$ cat src/rtl/i2c_tgt_pkg.sv
package i2c_tgt_pkg;
   localparam int BYTE_W = 8;
   localparam int ADR7_W = 7;
   localparam int STAT_W = 7;
   localparam int CTRL_W = 4;

   // status / interrupt-enable bit positions
   localparam int SB_ADDR   = 0;
   localparam int SB_RXD    = 1;
   localparam int SB_TXD    = 2;
   localparam int SB_EMPTY  = 3;
   localparam int SB_STOP   = 4;
   localparam int SB_TXMODE = 5;
   localparam int SB_GCALL  = 6;

   // control bit positions
   localparam int CB_FNACK = 0;
   localparam int CB_GCEN  = 1;
   localparam int CB_EN    = 2;
   localparam int CB_BSEL  = 3;

   // register offsets
   localparam int OFF_CTRL = 0;
   localparam int OFF_STAT = 1;
   localparam int OFF_IEN  = 2;
   localparam int OFF_OWN  = 3;
   localparam int OFF_DATA = 4;

   typedef enum logic [3:0] {
      ST_IDLE, ST_ADDR, ST_AACK, ST_RX, ST_RACK, ST_RHOLD,
      ST_TWAIT, ST_TX, ST_TACK, ST_WSTOP
   } tgt_state_e;
endpackage

$ cat src/rtl/tgt_sync.sv
module tgt_sync #(
   parameter int WIDTH = 2,
   parameter int STAGES = 2,
   parameter logic [WIDTH-1:0] RST_VAL = '1
) (
   input  logic             clk,
   input  logic             rst_n,
   input  logic [WIDTH-1:0] d,
   output logic [WIDTH-1:0] q
);
   generate
      if (STAGES < 2) begin : g_bad_stages
         $error("tgt_sync: STAGES must be at least 2");
      end
   endgenerate

   logic [STAGES-1:0][WIDTH-1:0] pipe;

   always_ff @(posedge clk or negedge rst_n) begin
      if (!rst_n) pipe <= {STAGES{RST_VAL}};
      else        pipe <= {pipe[STAGES-2:0], d};
   end

   assign q = pipe[STAGES-1];
endmodule

$ cat src/rtl/tgt_busev.sv
module tgt_busev (
   input  logic clk,
   input  logic rst_n,
   input  logic scl_s,
   input  logic sda_s,
   output logic scl_rise,
   output logic scl_fall,
   output logic bus_start,
   output logic bus_stop
);
   logic scl_d, sda_d;

   always_ff @(posedge clk or negedge rst_n) begin
      if (!rst_n) begin
         scl_d <= 1'b1;
         sda_d <= 1'b1;
      end else begin
         scl_d <= scl_s;
         sda_d <= sda_s;
      end
   end

   assign scl_rise  = scl_s & ~scl_d;
   assign scl_fall  = ~scl_s & scl_d;
   assign bus_start = scl_s & scl_d & sda_d & ~sda_s;
   assign bus_stop  = scl_s & scl_d & ~sda_d & sda_s;
endmodule

$ cat src/rtl/tgt_engine.sv
module tgt_engine
   import i2c_tgt_pkg::*;
(
   input  logic              clk,
   input  logic              rst_n,
   input  logic              scl_s,
   input  logic              sda_s,
   input  logic              scl_rise,
   input  logic              scl_fall,
   input  logic              bus_start,
   input  logic              bus_stop,
   input  logic              en,
   input  logic              gc_en,
   input  logic              fnack,
   input  logic [ADR7_W-1:0] own,
   input  logic [BYTE_W-1:0] tx_byte,
   input  logic              flag_rx,
   input  logic              flag_empty,
   output logic              sda_oe,
   output logic              scl_oe,
   output logic [STAT_W-1:0] ev_set,
   output logic              ev_addr,
   output logic              rw,
   output logic              rx_valid,
   output logic [BYTE_W-1:0] live_byte
);
   localparam int CNT_W = $clog2(BYTE_W + 1);

   tgt_state_e        st;
   logic [BYTE_W-1:0] sh;
   logic [CNT_W-1:0]  cnt;
   logic              rw_q, ack_q;

   logic ok, got_byte, tx_last, addr_hit, gc_hit, hit;

   assign ok       = en && !bus_start && !bus_stop;
   assign got_byte = (cnt == CNT_W'(BYTE_W));
   assign tx_last  = (cnt == CNT_W'(BYTE_W - 1));
   assign addr_hit = (sh[BYTE_W-1:1] == own);
   assign gc_hit   = gc_en && (sh[BYTE_W-1:1] == '0) && !sh[0];
   assign hit      = addr_hit || gc_hit;

   always_comb begin
      ev_set           = '0;
      ev_addr          = ok && (st == ST_ADDR) && scl_fall && got_byte && hit;
      ev_set[SB_ADDR]  = ev_addr;
      ev_set[SB_GCALL] = ev_addr && gc_hit;
      ev_set[SB_RXD]   = ok && (st == ST_RX) && scl_fall && got_byte;
      ev_set[SB_TXD]   = ok && (st == ST_TACK) && scl_rise;
      ev_set[SB_EMPTY] = ok && scl_fall &&
                         (((st == ST_AACK) && rw_q) || ((st == ST_TACK) && ack_q));
      ev_set[SB_STOP]  = en && bus_stop && (st != ST_IDLE);
   end

   assign rw        = sh[0];
   assign rx_valid  = ev_set[SB_RXD];
   assign live_byte = sh;
   assign scl_oe    = ((st == ST_RHOLD) && flag_rx) || ((st == ST_TWAIT) && flag_empty);

   always_ff @(posedge clk or negedge rst_n) begin
      if (!rst_n) begin
         st     <= ST_IDLE;
         sh     <= '0;
         cnt    <= '0;
         sda_oe <= 1'b0;
         rw_q   <= 1'b0;
         ack_q  <= 1'b0;
      end else if (!en) begin
         st     <= ST_IDLE;
         sda_oe <= 1'b0;
      end else if (bus_start) begin
         st     <= ST_ADDR;
         cnt    <= '0;
         sda_oe <= 1'b0;
      end else if (bus_stop) begin
         st     <= ST_IDLE;
         sda_oe <= 1'b0;
      end else begin
         case (st)
            ST_ADDR, ST_RX: begin
               if (scl_rise && !got_byte) begin
                  sh  <= {sh[BYTE_W-2:0], sda_s};
                  cnt <= cnt + 1'b1;
               end
               if (scl_fall && got_byte) begin
                  if (st == ST_RX) begin
                     sda_oe <= !fnack;
                     st     <= ST_RACK;
                  end else if (hit) begin
                     sda_oe <= 1'b1;
                     rw_q   <= sh[0];
                     st     <= ST_AACK;
                  end else begin
                     st <= ST_IDLE;
                  end
               end
            end
            ST_AACK: if (scl_fall) begin
               sda_oe <= 1'b0;
               cnt    <= '0;
               st     <= rw_q ? ST_TWAIT : ST_RX;
            end
            ST_RACK: if (scl_fall) begin
               sda_oe <= 1'b0;
               st     <= ST_RHOLD;
            end
            ST_RHOLD: if (!flag_rx) begin
               cnt <= '0;
               st  <= ST_RX;
            end
            ST_TWAIT: if (!flag_empty) begin
               sh     <= tx_byte;
               sda_oe <= !tx_byte[BYTE_W-1];
               cnt    <= '0;
               st     <= ST_TX;
            end
            ST_TX: if (scl_fall) begin
               if (tx_last) begin
                  sda_oe <= 1'b0;
                  st     <= ST_TACK;
               end else begin
                  sh     <= sh << 1;
                  sda_oe <= !sh[BYTE_W-2];
                  cnt    <= cnt + 1'b1;
               end
            end
            ST_TACK: begin
               if (scl_rise) ack_q <= !sda_s;
               if (scl_fall) st <= ack_q ? ST_TWAIT : ST_WSTOP;
            end
            ST_IDLE, ST_WSTOP: ;
            default: st <= ST_IDLE;
         endcase
      end
   end

   AST_SDA_MOVES_LOW: assert property (@(posedge clk) disable iff (!rst_n)
      (en && $past(en) && !$stable(sda_oe)) |-> !scl_s);
   AST_IDLE_QUIET: assert property (@(posedge clk) disable iff (!rst_n)
      (st == ST_IDLE) |-> !sda_oe);
   AST_FORCED_NACK: assert property (@(posedge clk) disable iff (!rst_n)
      (ev_set[SB_RXD] && fnack) |=> !sda_oe);
endmodule

$ cat src/rtl/tgt_regfile.sv
module tgt_regfile
   import i2c_tgt_pkg::*;
#(
   parameter int ADDR_W = 3
) (
   input  logic              clk,
   input  logic              rst_n,
   input  logic              we,
   input  logic [ADDR_W-1:0] addr,
   input  logic [BYTE_W-1:0] wdata,
   output logic [BYTE_W-1:0] rdata,
   input  logic [STAT_W-1:0] ev_set,
   input  logic              ev_addr,
   input  logic              rw,
   input  logic              rx_valid,
   input  logic [BYTE_W-1:0] live_byte,
   output logic [CTRL_W-1:0] ctrl,
   output logic [ADR7_W-1:0] own,
   output logic [BYTE_W-1:0] tx_byte,
   output logic [STAT_W-1:0] stat,
   output logic              irq
);
   generate
      if (ADDR_W < 3) begin : g_bad_addr
         $error("tgt_regfile: ADDR_W must reach offset 4");
      end
   endgenerate

   localparam logic [STAT_W-1:0] MODE_MASK = STAT_W'(1) << SB_TXMODE;

   logic [STAT_W-1:0] ien;
   logic [BYTE_W-1:0] dat;
   logic              sel_ctrl, sel_stat, sel_ien, sel_own, sel_data;

   assign sel_ctrl = (addr == ADDR_W'(OFF_CTRL));
   assign sel_stat = (addr == ADDR_W'(OFF_STAT));
   assign sel_ien  = (addr == ADDR_W'(OFF_IEN));
   assign sel_own  = (addr == ADDR_W'(OFF_OWN));
   assign sel_data = (addr == ADDR_W'(OFF_DATA));

   always_ff @(posedge clk or negedge rst_n) begin
      if (!rst_n) begin
         ctrl <= '0;
         ien  <= '0;
         own  <= '0;
         dat  <= '0;
         stat <= '0;
      end else begin
         if (we && sel_ctrl) ctrl <= wdata[CTRL_W-1:0];
         if (we && sel_ien)  ien  <= wdata[STAT_W-1:0];
         if (we && sel_own)  own  <= wdata[ADR7_W-1:0];
         if (rx_valid)             dat <= live_byte;
         else if (we && sel_data)  dat <= wdata;
         for (int i = 0; i < STAT_W; i++) begin
            if (i == SB_TXMODE) begin
               if (ev_addr) stat[i] <= rw;
            end else begin
               stat[i] <= (stat[i] & !(we && sel_stat && !wdata[i])) | ev_set[i];
            end
         end
      end
   end

   assign tx_byte = dat;
   assign irq     = |(stat & ien);

   always_comb begin
      rdata = '0;
      if (sel_ctrl)      rdata[CTRL_W-1:0] = ctrl;
      else if (sel_stat) rdata[STAT_W-1:0] = stat;
      else if (sel_ien)  rdata[STAT_W-1:0] = ien;
      else if (sel_own)  rdata[ADR7_W-1:0] = own;
      else if (sel_data) rdata = ctrl[CB_BSEL] ? dat : live_byte;
   end

   AST_MODE_LATCH: assert property (@(posedge clk) disable iff (!rst_n)
      ev_addr |=> (stat[SB_TXMODE] == $past(rw)));
   AST_ZERO_CLEARS: assert property (@(posedge clk) disable iff (!rst_n)
      (we && sel_stat && !wdata[SB_STOP] && !ev_set[SB_STOP]) |=> !stat[SB_STOP]);
   AST_MODE_WRITE_SAFE: assert property (@(posedge clk) disable iff (!rst_n)
      (we && sel_stat && !ev_addr) |=> $stable(stat & MODE_MASK));
endmodule

$ cat src/rtl/i2c_target_top.sv
module i2c_target_top
   import i2c_tgt_pkg::*;
#(
   parameter int SYNC_STAGES = 2,
   parameter int CFG_ADDR_W  = 3
) (
   input  logic                  clk,
   input  logic                  rst_n,
   input  logic                  scl_i,
   input  logic                  sda_i,
   output logic                  scl_oe,
   output logic                  sda_oe,
   input  logic                  cfg_we,
   input  logic [CFG_ADDR_W-1:0] cfg_addr,
   input  logic [BYTE_W-1:0]     cfg_wdata,
   output logic [BYTE_W-1:0]     cfg_rdata,
   output logic                  irq
);
   logic              scl_s, sda_s, scl_rise, scl_fall, bus_start, bus_stop;
   logic [STAT_W-1:0] ev_set, stat;
   logic              ev_addr, rw, rx_valid;
   logic [BYTE_W-1:0] live_byte, tx_byte;
   logic [CTRL_W-1:0] ctrl;
   logic [ADR7_W-1:0] own;

   tgt_sync #(.WIDTH(2), .STAGES(SYNC_STAGES), .RST_VAL(2'b11)) u_sync (
      .clk(clk), .rst_n(rst_n), .d({scl_i, sda_i}), .q({scl_s, sda_s}));

   tgt_busev u_ev (
      .clk(clk), .rst_n(rst_n), .scl_s(scl_s), .sda_s(sda_s),
      .scl_rise(scl_rise), .scl_fall(scl_fall),
      .bus_start(bus_start), .bus_stop(bus_stop));

   tgt_engine u_eng (
      .clk(clk), .rst_n(rst_n), .scl_s(scl_s), .sda_s(sda_s),
      .scl_rise(scl_rise), .scl_fall(scl_fall),
      .bus_start(bus_start), .bus_stop(bus_stop),
      .en(ctrl[CB_EN]), .gc_en(ctrl[CB_GCEN]), .fnack(ctrl[CB_FNACK]),
      .own(own), .tx_byte(tx_byte),
      .flag_rx(stat[SB_RXD]), .flag_empty(stat[SB_EMPTY]),
      .sda_oe(sda_oe), .scl_oe(scl_oe), .ev_set(ev_set), .ev_addr(ev_addr),
      .rw(rw), .rx_valid(rx_valid), .live_byte(live_byte));

   tgt_regfile #(.ADDR_W(CFG_ADDR_W)) u_regs (
      .clk(clk), .rst_n(rst_n), .we(cfg_we), .addr(cfg_addr),
      .wdata(cfg_wdata), .rdata(cfg_rdata), .ev_set(ev_set),
      .ev_addr(ev_addr), .rw(rw), .rx_valid(rx_valid),
      .live_byte(live_byte), .ctrl(ctrl), .own(own),
      .tx_byte(tx_byte), .stat(stat), .irq(irq));

   AST_HOLD_FROM_LOW: assert property (@(posedge clk) disable iff (!rst_n)
      $rose(scl_oe) |-> !scl_s);
endmodule

$ cat config.mk
export PLATFORM = sky130hd
export DESIGN_NAME = i2c_target_top
export DESIGN_NICKNAME = d
export VERILOG_FILES = /design/src/rtl/i2c_tgt_pkg.sv /design/src/rtl/tgt_sync.sv /design/src/rtl/tgt_busev.sv /design/src/rtl/tgt_engine.sv /design/src/rtl/tgt_regfile.sv /design/src/rtl/i2c_target_top.sv
export SDC_FILE = /design/constraint.sdc
export NUM_CORES = 1
export LEC_CHECK = 0
export ABC_AREA = 1
export BUFFER_PORTS_ARGS = -buffer_cell sky130_fd_sc_hd__buf_2
export CAP_MARGIN = 10
export CORE_MARGIN = 2
export CORE_UTILIZATION = 54
export CTS_CLUSTER_SIZE = 16
export DETAILED_ROUTE_END_ITERATION = 6
export HOLD_SLACK_MARGIN = 0.02
export PLACE_DENSITY = 0.8
export SETUP_SLACK_MARGIN = 0.2
export SYNTH_ARGS = -nofsm -noshare
export SYNTH_HDL_FRONTEND = slang
export SYNTH_SLANG_ARGS = --single-unit
export TNS_END_PERCENT = 20
$ cat constraint.sdc
create_clock -name clk -period 1.4 [get_ports clk]
set_input_delay 0.14 -clock clk [delete_from_list [all_inputs] [get_ports clk]]
set_output_delay 0.14 -clock clk [all_outputs]
set_load 0.05 [all_outputs]
==> results of run 1 <==
[path summary, 6_finish.rpt]
path                                      to  slack [ns]            from  depth (start not counted)
min in group asynchronous        u_eng.st[0]        0.21           rst_n                          2
max in group asynchronous        u_sync.q[0]        0.57           rst_n                          3
hold / removal             u_regs.tx_byte[7]        0.04    cfg_wdata[7]                          3
setup reg to reg                 u_eng.st[2]       -0.32    u_eng.cnt[1]                         12
setup / recovery                cfg_rdata[3]       -0.36  u_regs.ctrl[3]                          7
hold reg to reg                  u_sync.q[1]        0.36  u_sync.pipe[1]                          0
[per-layer routing]
metal	up-vias	track usage, %	wire [µm]
li1	1757	-	-
met1	1719	36.5	4190
met2	136	54.8	5610
met3	42	5.60	514
met4	0	15.7	448
met5	-	0	0
[sequential cells by signal, indices dropped and copies added (netlist names)]
signal and flops:
u_sync.q 2, u_ev.scl_d 1, u_regs.tx_byte 8, u_eng.sda_oe 1, u_regs.ctrl 4, u_regs.own 7, u_eng.ack_q 1, u_eng.st 4
u_regs.ien 7, u_regs.stat 7, u_eng.rw_q 1, u_ev.sda_d 1, u_sync.pipe 2, u_eng.cnt 4, u_eng.live_byte 8
[report_power, final]
| part | leakage, nW | total (mW) | internal, mW | switching, mW |
|---|---|---|---|---|
| Sequential | 0.732 | 2.15 | 1.91 | 0.239 |
| Clock | 0.0921 | 1.61 | 0.832 | 0.781 |
| Combinational | 1.63 | 1.40 | 0.597 | 0.802 |
[worst reg2reg max path: stages (launching register included)]
cell	delay, ns
dfrtp_1	0.41
inv_1	0.07
ha_2	0.18
nand2_2	0.06
nor2_4	0.16
nand2_4	0.08
nand2_2	0.07
nand2_1	0.05
nor2_1	0.12
nand3_2	0.17
nor2_4	0.18
nand2_1	0.07
nand2_1	0.06
[logic make-up (layout without fill, tap and decap cells)]
family | after synthesis | after routing | share of synthesized area, %
and+or+nand+nor | 268 | 268 | 37.4
DFF | 58 | 58 | 41.5
buffers and inverters | 58 | 179 | 6.98
adders and majority gates | 2 | 2 | 0.712
xor gates and xnor gates | 5 | 5 | 1.25
AOI/OAI and AO/OA | 73 | 73 | 12.1
[Yosys cell counts]
| cell type | n |
|---|---|
| nand2_1 | 151 |
| dfrtp_1 | 52 |
| nand3_1 | 47 |
| inv_1 | 44 |
| o21ai_0 | 40 |
| nor2_1 | 24 |
| a21oi_1 | 10 |
| o21ai_2 | 9 |
| nand2_2 | 8 |
| dfstp_2 | 6 |
| inv_2 | 6 |
| nand2_4 | 6 |
| nand4_1 | 6 |
| nor2_2 | 5 |
| nor2_4 | 5 |
| nor3_1 | 5 |
| o21ai_1 | 5 |
| a221oi_1 | 4 |
| xor2_1 | 4 |
| clkbuf_1 | 3 |
| nand3_4 | 3 |
| a31oi_1 | 2 |
| ha_1 | 2 |
| nand3_2 | 2 |
| a21boi_1 | 1 |
| a22o_1 | 1 |
| buf_12 | 1 |
| buf_2 | 1 |
| buf_6 | 1 |
| clkinv_1 | 1 |
| inv_4 | 1 |
| nand3b_1 | 1 |
| nand4_4 | 1 |
| nor2_8 | 1 |
| nor3_2 | 1 |
| nor3_4 | 1 |
| nor3b_1 | 1 |
| o22ai_1 | 1 |
| xnor2_1 | 1 |
[per-stage QoR]
stage               instances  hold slack, ns  setup WS (ns)  TNS (ns)
floorplan                 464          -0.156         -0.101     -1.73
global placement          631          0.0522         -0.213     -4.46
detailed placement        631          0.0601         -0.248     -6.14
CTS                       659          0.0288         -0.350     -7.33
global route              662          0.0455         -0.421    -12.22
finish                    662          0.0408         -0.364     -9.29
[layout make-up]
class | count | area, µm² | share of cell area [%]
multi-input combinational | 348 | 2000 | 41.0
tap | 77 | 96.3 | 1.97
sequential | 58 | 1470 | 30.0
clock buffer | 9 | 124 | 2.54
timing repair buffer | 111 | 913 | 18.7
inverter | 52 | 205 | 4.20
clock inverter | 7 | 78.8 | 1.61
[timing repair]
action,in CTS,in global routing
setup buffers,8,3
gates cloned,1,0
pin swaps,21,9
setup endpoints to repair,44,51
hold buffers,3,0
gates resized for setup,64,20
hold endpoints to repair,14,0
==> flow_summary.ini, run 1 <==
[outcome]
violations = setup timing
outcome = finished with violations

[synthesis]
ys_seq_elements = 58
syn_nets = 482
synth_top_area_share_pct = 37.1
syn_avg_cell_area_um2 = 7.57
syn_inst = 464
syn_area_um2 = 3510
ys_types = 39
ys_top_cells_by_area = dfrtp_1 37%, nand2_1 16%, nand3_1 6.7%, o21ai_0 5.7%, inv_1 4.7%
yosysSeqAreaShare_pct = 41.5
yosys.area.top_type = dfrtp_1
ys_warn_count = 0

[clock_tree]
clkTransAtPathRegs_ns = 0.07
cts_sinks = 58
cts-buffers-inserted = 9
clk_latency_ns = 0.36
cts_root_buf = clkbuf_8
cts_tree = built
htree_levels = 3
cts.path.max_buffers = 2

[timing]
min_period_ns = 1.76
hold_viol_final = 0
setup_viol = 41
timing.final.crit_share_pct = 126
fmax_mhz = 567
worstMarginPinSlew_ns = 0.445
rsz0062_at_grt = true
maxSlewViolCount = 0
slew_headroom_pct = 70.2
layout_setup_ws_ns = -0.364
skew_ns = 0.00962

[finish]
design_area_um2 = 4880
utilization_pct = 77.3
final_common_cell = nand2_1
final_nets = 598
n_fill_cell = 447
drive_above_1_share_pct = 38.3
antennaDiodeCount = 0
synthToLayoutAreaGrowth_pct = 39.0
layout_common_cells = 136 x nand2_1, 73 x buf_4, 47 x dfrtp_1

[routing]
drt_iter0_markers = 225
viasPerCell = 5.52
dr.pass1.iters = 5
route.vias.total = 3654
wl_um = 10800
wire_per_inst_um = 16.3
drtAntennaViolNets = 0
post-route-drc-count = 0

[placement]
placed_area_um2 = 4310
hpwlAfterDp_um = 7670
gp_congestion = 0.913
port_buffers = 26

[setup_path]
max_stage_delay_ns = 0.42
cp_max_fo = 8
crit_chain = inv_2 > a21oi_2 > o21ai_1 > o21ai_1 > a21oi_1 > nand3_1 > buf_6
crit_path_end_kind = primary output
start_kind = register
crit_slowest_cell = dfrtp_1
cp.required_ns = 1.26
crit_top_cell = o21ai_1
cp_num_buf_inv = 2
arrival_ns = 1.62
path_class = register to primary output
cp_top_family = flip-flops

[die]
coreArea_um2 = 6310
row_count = 29
dieArea_um2 = 7160
die_x_um = 84.6
pin_count = 27
initial_core_util_pct = 55.6
fp.dieH_um = 84.6

[power]
ir_drop_uv = 1000
leakagePower_nw = 2.45
power.density_nw_per_um2 = 1060
power_mw = 5.16

[global_route]
antenna_found_initial = 0
grt_pass1_wl_um = 17300
grt.overflow.total = 0
grt_max_degree = 47
grt_usage_pct = 31.2
grt_pass1_vias = 3610

[hold_path]
hp-class = input port to register

[flow_run]
maxCapViolations = 0
(Power assumes the default switching activity.)
==> run 2: changes to the inputs <==
--- a/config.mk
+++ b/config.mk
@@ -14,7 +14,7 @@
 export DETAILED_ROUTE_END_ITERATION = 6
 export HOLD_SLACK_MARGIN = 0.02
 export PLACE_DENSITY = 0.8
-export SETUP_SLACK_MARGIN = 0.2
+export SETUP_SLACK_MARGIN = 0.1
 export SYNTH_ARGS = -nofsm -noshare
 export SYNTH_HDL_FRONTEND = slang
 export SYNTH_SLANG_ARGS = --single-unit
==> run 2 against run 1 <==
Effect of this change:
- the flow still finishes with violations (setup timing)
- final area increased by 4.1%
- fmax decreased by 0.10%
- worst setup slack got worse by 0.0018 ns
- via count increased by 9.5%
- global-route usage increased by 1.9 points
- clock skew increased by 0.0023 ns
- clock-buffer cell count increased by 4
- critical path depth increased by 3
- first-iteration DRC count increased by 150%
- routed wire length increased by 12%
- critical endpoint is now u_regs.tx_byte[3]
- largest power group unchanged
- highest routed layer unchanged
==> flow_summary.ini, run 2 (synthesis results as in run 1) <==
[setup_path]
cp_top_family = simple AND/OR/NAND/NOR gates
start_kind = register
crit_path_end_kind = register
cp_num_buf_inv = 2
crit_slowest_cell = dfrtp_1
cp_max_fo = 8
crit_chain = inv_2 > ha_4 > nand2_4 > nor2_4 > nand2_4 > buf_12 > nor3_4 > nor2_4 > nand2_1 > nand3_1
arrival_ns = 1.98
rr_worst_depth = 10
path_class = register to register
cp.depth = 10
max_stage_delay_ns = 0.42
cp.required_ns = 1.62

[routing]
post-route-drc-count = 0
viasPerCell = 5.95
route.vias.total = 4001
wl_um = 12000
drtAntennaViolNets = 0
dr.pass1.iters = 6
drt_iter0_markers = 559
wire_per_inst_um = 17.9

[die]
row_count = 29
coreArea_um2 = 6310
fp.dieH_um = 84.6
initial_core_util_pct = 55.6
die_x_um = 84.6
pin_count = 27
dieArea_um2 = 7160

[power]
leakagePower_nw = 2.55
pwr-share-seq_pct = 41.1
p_int_mw = 3.45
p_sw_share_pct = 34.8
p_clk_share_pct = 30.9
power.density_nw_per_um2 = 1040
ir_drop_uv = 876
power_mw = 5.29
p_comb_share_pct = 28.0
switching_power_mw = 1.84

[timing]
slew_headroom_pct = 66.6
setup_viol = 40
maxSlewViolCount = 0
rsz0062_at_grt = true
timing.final.crit_share_pct = 126
min_period_ns = 1.77
layout_setup_ws_ns = -0.366
hold_viol_final = 0
skew_ns = 0.0119
worstMarginPinSlew_ns = 0.501
hold_ws_ns = 0.0473
fmax_mhz = 566

[global_route]
grt_usage_pct = 33.1
grt_pass1_vias = 3710
antenna_found_initial = 0
grt_pass1_wl_um = 18600
grt.overflow.total = 0
grt_max_degree = 26

[hold_path]
holdPathStages = 3
hp-class = input port to register

[clock_tree]
cts_root_buf = clkbuf_8
cts_tree = built
clkTransAtPathRegs_ns = 0.07
cts_sinks = 58
cts-buffers-inserted = 9
cts.path.max_buffers = 2
clk_latency_ns = 0.35
htree_levels = 3

[placement]
post-place-ws_ns = -0.225
port_buffers = 26
placed_area_um2 = 4390
gp_congestion = 0.979
hpwlAfterDp_um = 7860

[outcome]
outcome = finished with violations
violations = setup timing

[finish]
final_nets = 608
design_area_um2 = 5080
layout_common_cells = 134 x nand2_1, 79 x buf_4, 46 x nand3_1, 46 x dfrtp_1, 36 x inv_1
utilization_pct = 80.5
n_fill_cell = 371
antennaDiodeCount = 0
synthToLayoutAreaGrowth_pct = 44.7
final_common_cell = nand2_1
drive_above_1_share_pct = 41.7

[flow_run]
maxCapViolations = 0
## run 2: changes by cell type in the layout (fill, tap and decap cells not counted), moves of 4 or more
cell     change
buf_4        +6
o21ai_1      -5
inv_1        -4
buf_6        +4
nor2_1       -5
inv_2        +5
nand2_4      +4
## run 2: tightest hold or removal path, stage by stage
cell and delay [ns]:
buf_2 0.08, nand3_1 0.07, nand3_1 0.07
## run 2: path summary, 6_finish.rpt
check / start / end / slack, ns
worst min-delay path: cfg_wdata[7] / u_regs.tx_byte[7] / 0.05
worst max register to register: u_eng.cnt[1] / u_regs.tx_byte[3] / -0.37
worst min register to register: u_sync.pipe[1] / u_sync.q[1] / 0.36
max in group asynchronous: rst_n / u_sync.q[1] / 0.55
min in group asynchronous: rst_n / u_regs.own[3] / 0.29
worst max-delay path: u_eng.cnt[1] / u_regs.tx_byte[3] / -0.37
## run 2: layout make-up
class / count / area [µm²] / share of cell area, %
repair buffers: 121 / 1020 / 20.0
clock buffers: 13 / 159 / 3.13
clock inverters: 3 / 40.0 / 0.788
multi-input cells: 348 / 2100 / 41.2
well taps: 77 / 96.3 / 1.90
flip-flops and latches: 58 / 1470 / 28.8
inverters: 52 / 208 / 4.09
## run 2: power groups by stage
stage / registers (mW) / logic (mW) / clock network (mW)
after CTS: 2.14 / 1.36 / 1.61
after floorplan: 2.12 / 0.693 / 0
after global routing: 2.19 / 1.60 / 1.74
after detailed placement: 2.15 / 1.19 / 0
final: 2.17 / 1.48 / 1.63
after global placement: 2.14 / 1.16 / 0
## run 2: repair_timing
item	4_1_cts	5_1_grt
endpoints found under the hold margin	18	0
buffers inserted	6	4
setup endpoints to repair	44	44
pin swaps	19	23
gates resized for setup	77	39
hold buffers	3	0
gates cloned	1	0
## run 2: metal layers
metal	share of wire, %	global-route usage, %	routed length [µm]	vias to the layer above
li1	-	-	-	1769
met1	41	46.2	4940	1891
met2	45	49.6	5430	283
met3	9.7	6.19	1160	58
met4	4.1	15.9	498	0
met5	0	0	0	-
## run 2: per-stage QoR
| stage | std cells | TNS [ns] |
|---|---|---|
| final | 672 | -10.22 |
| after global routing | 672 | -13.07 |
| after CTS | 668 | -6.93 |
| after detailed placement | 642 | -6.12 |
| after global placement | 642 | -3.63 |
| after floorplan | 464 | -1.76 |
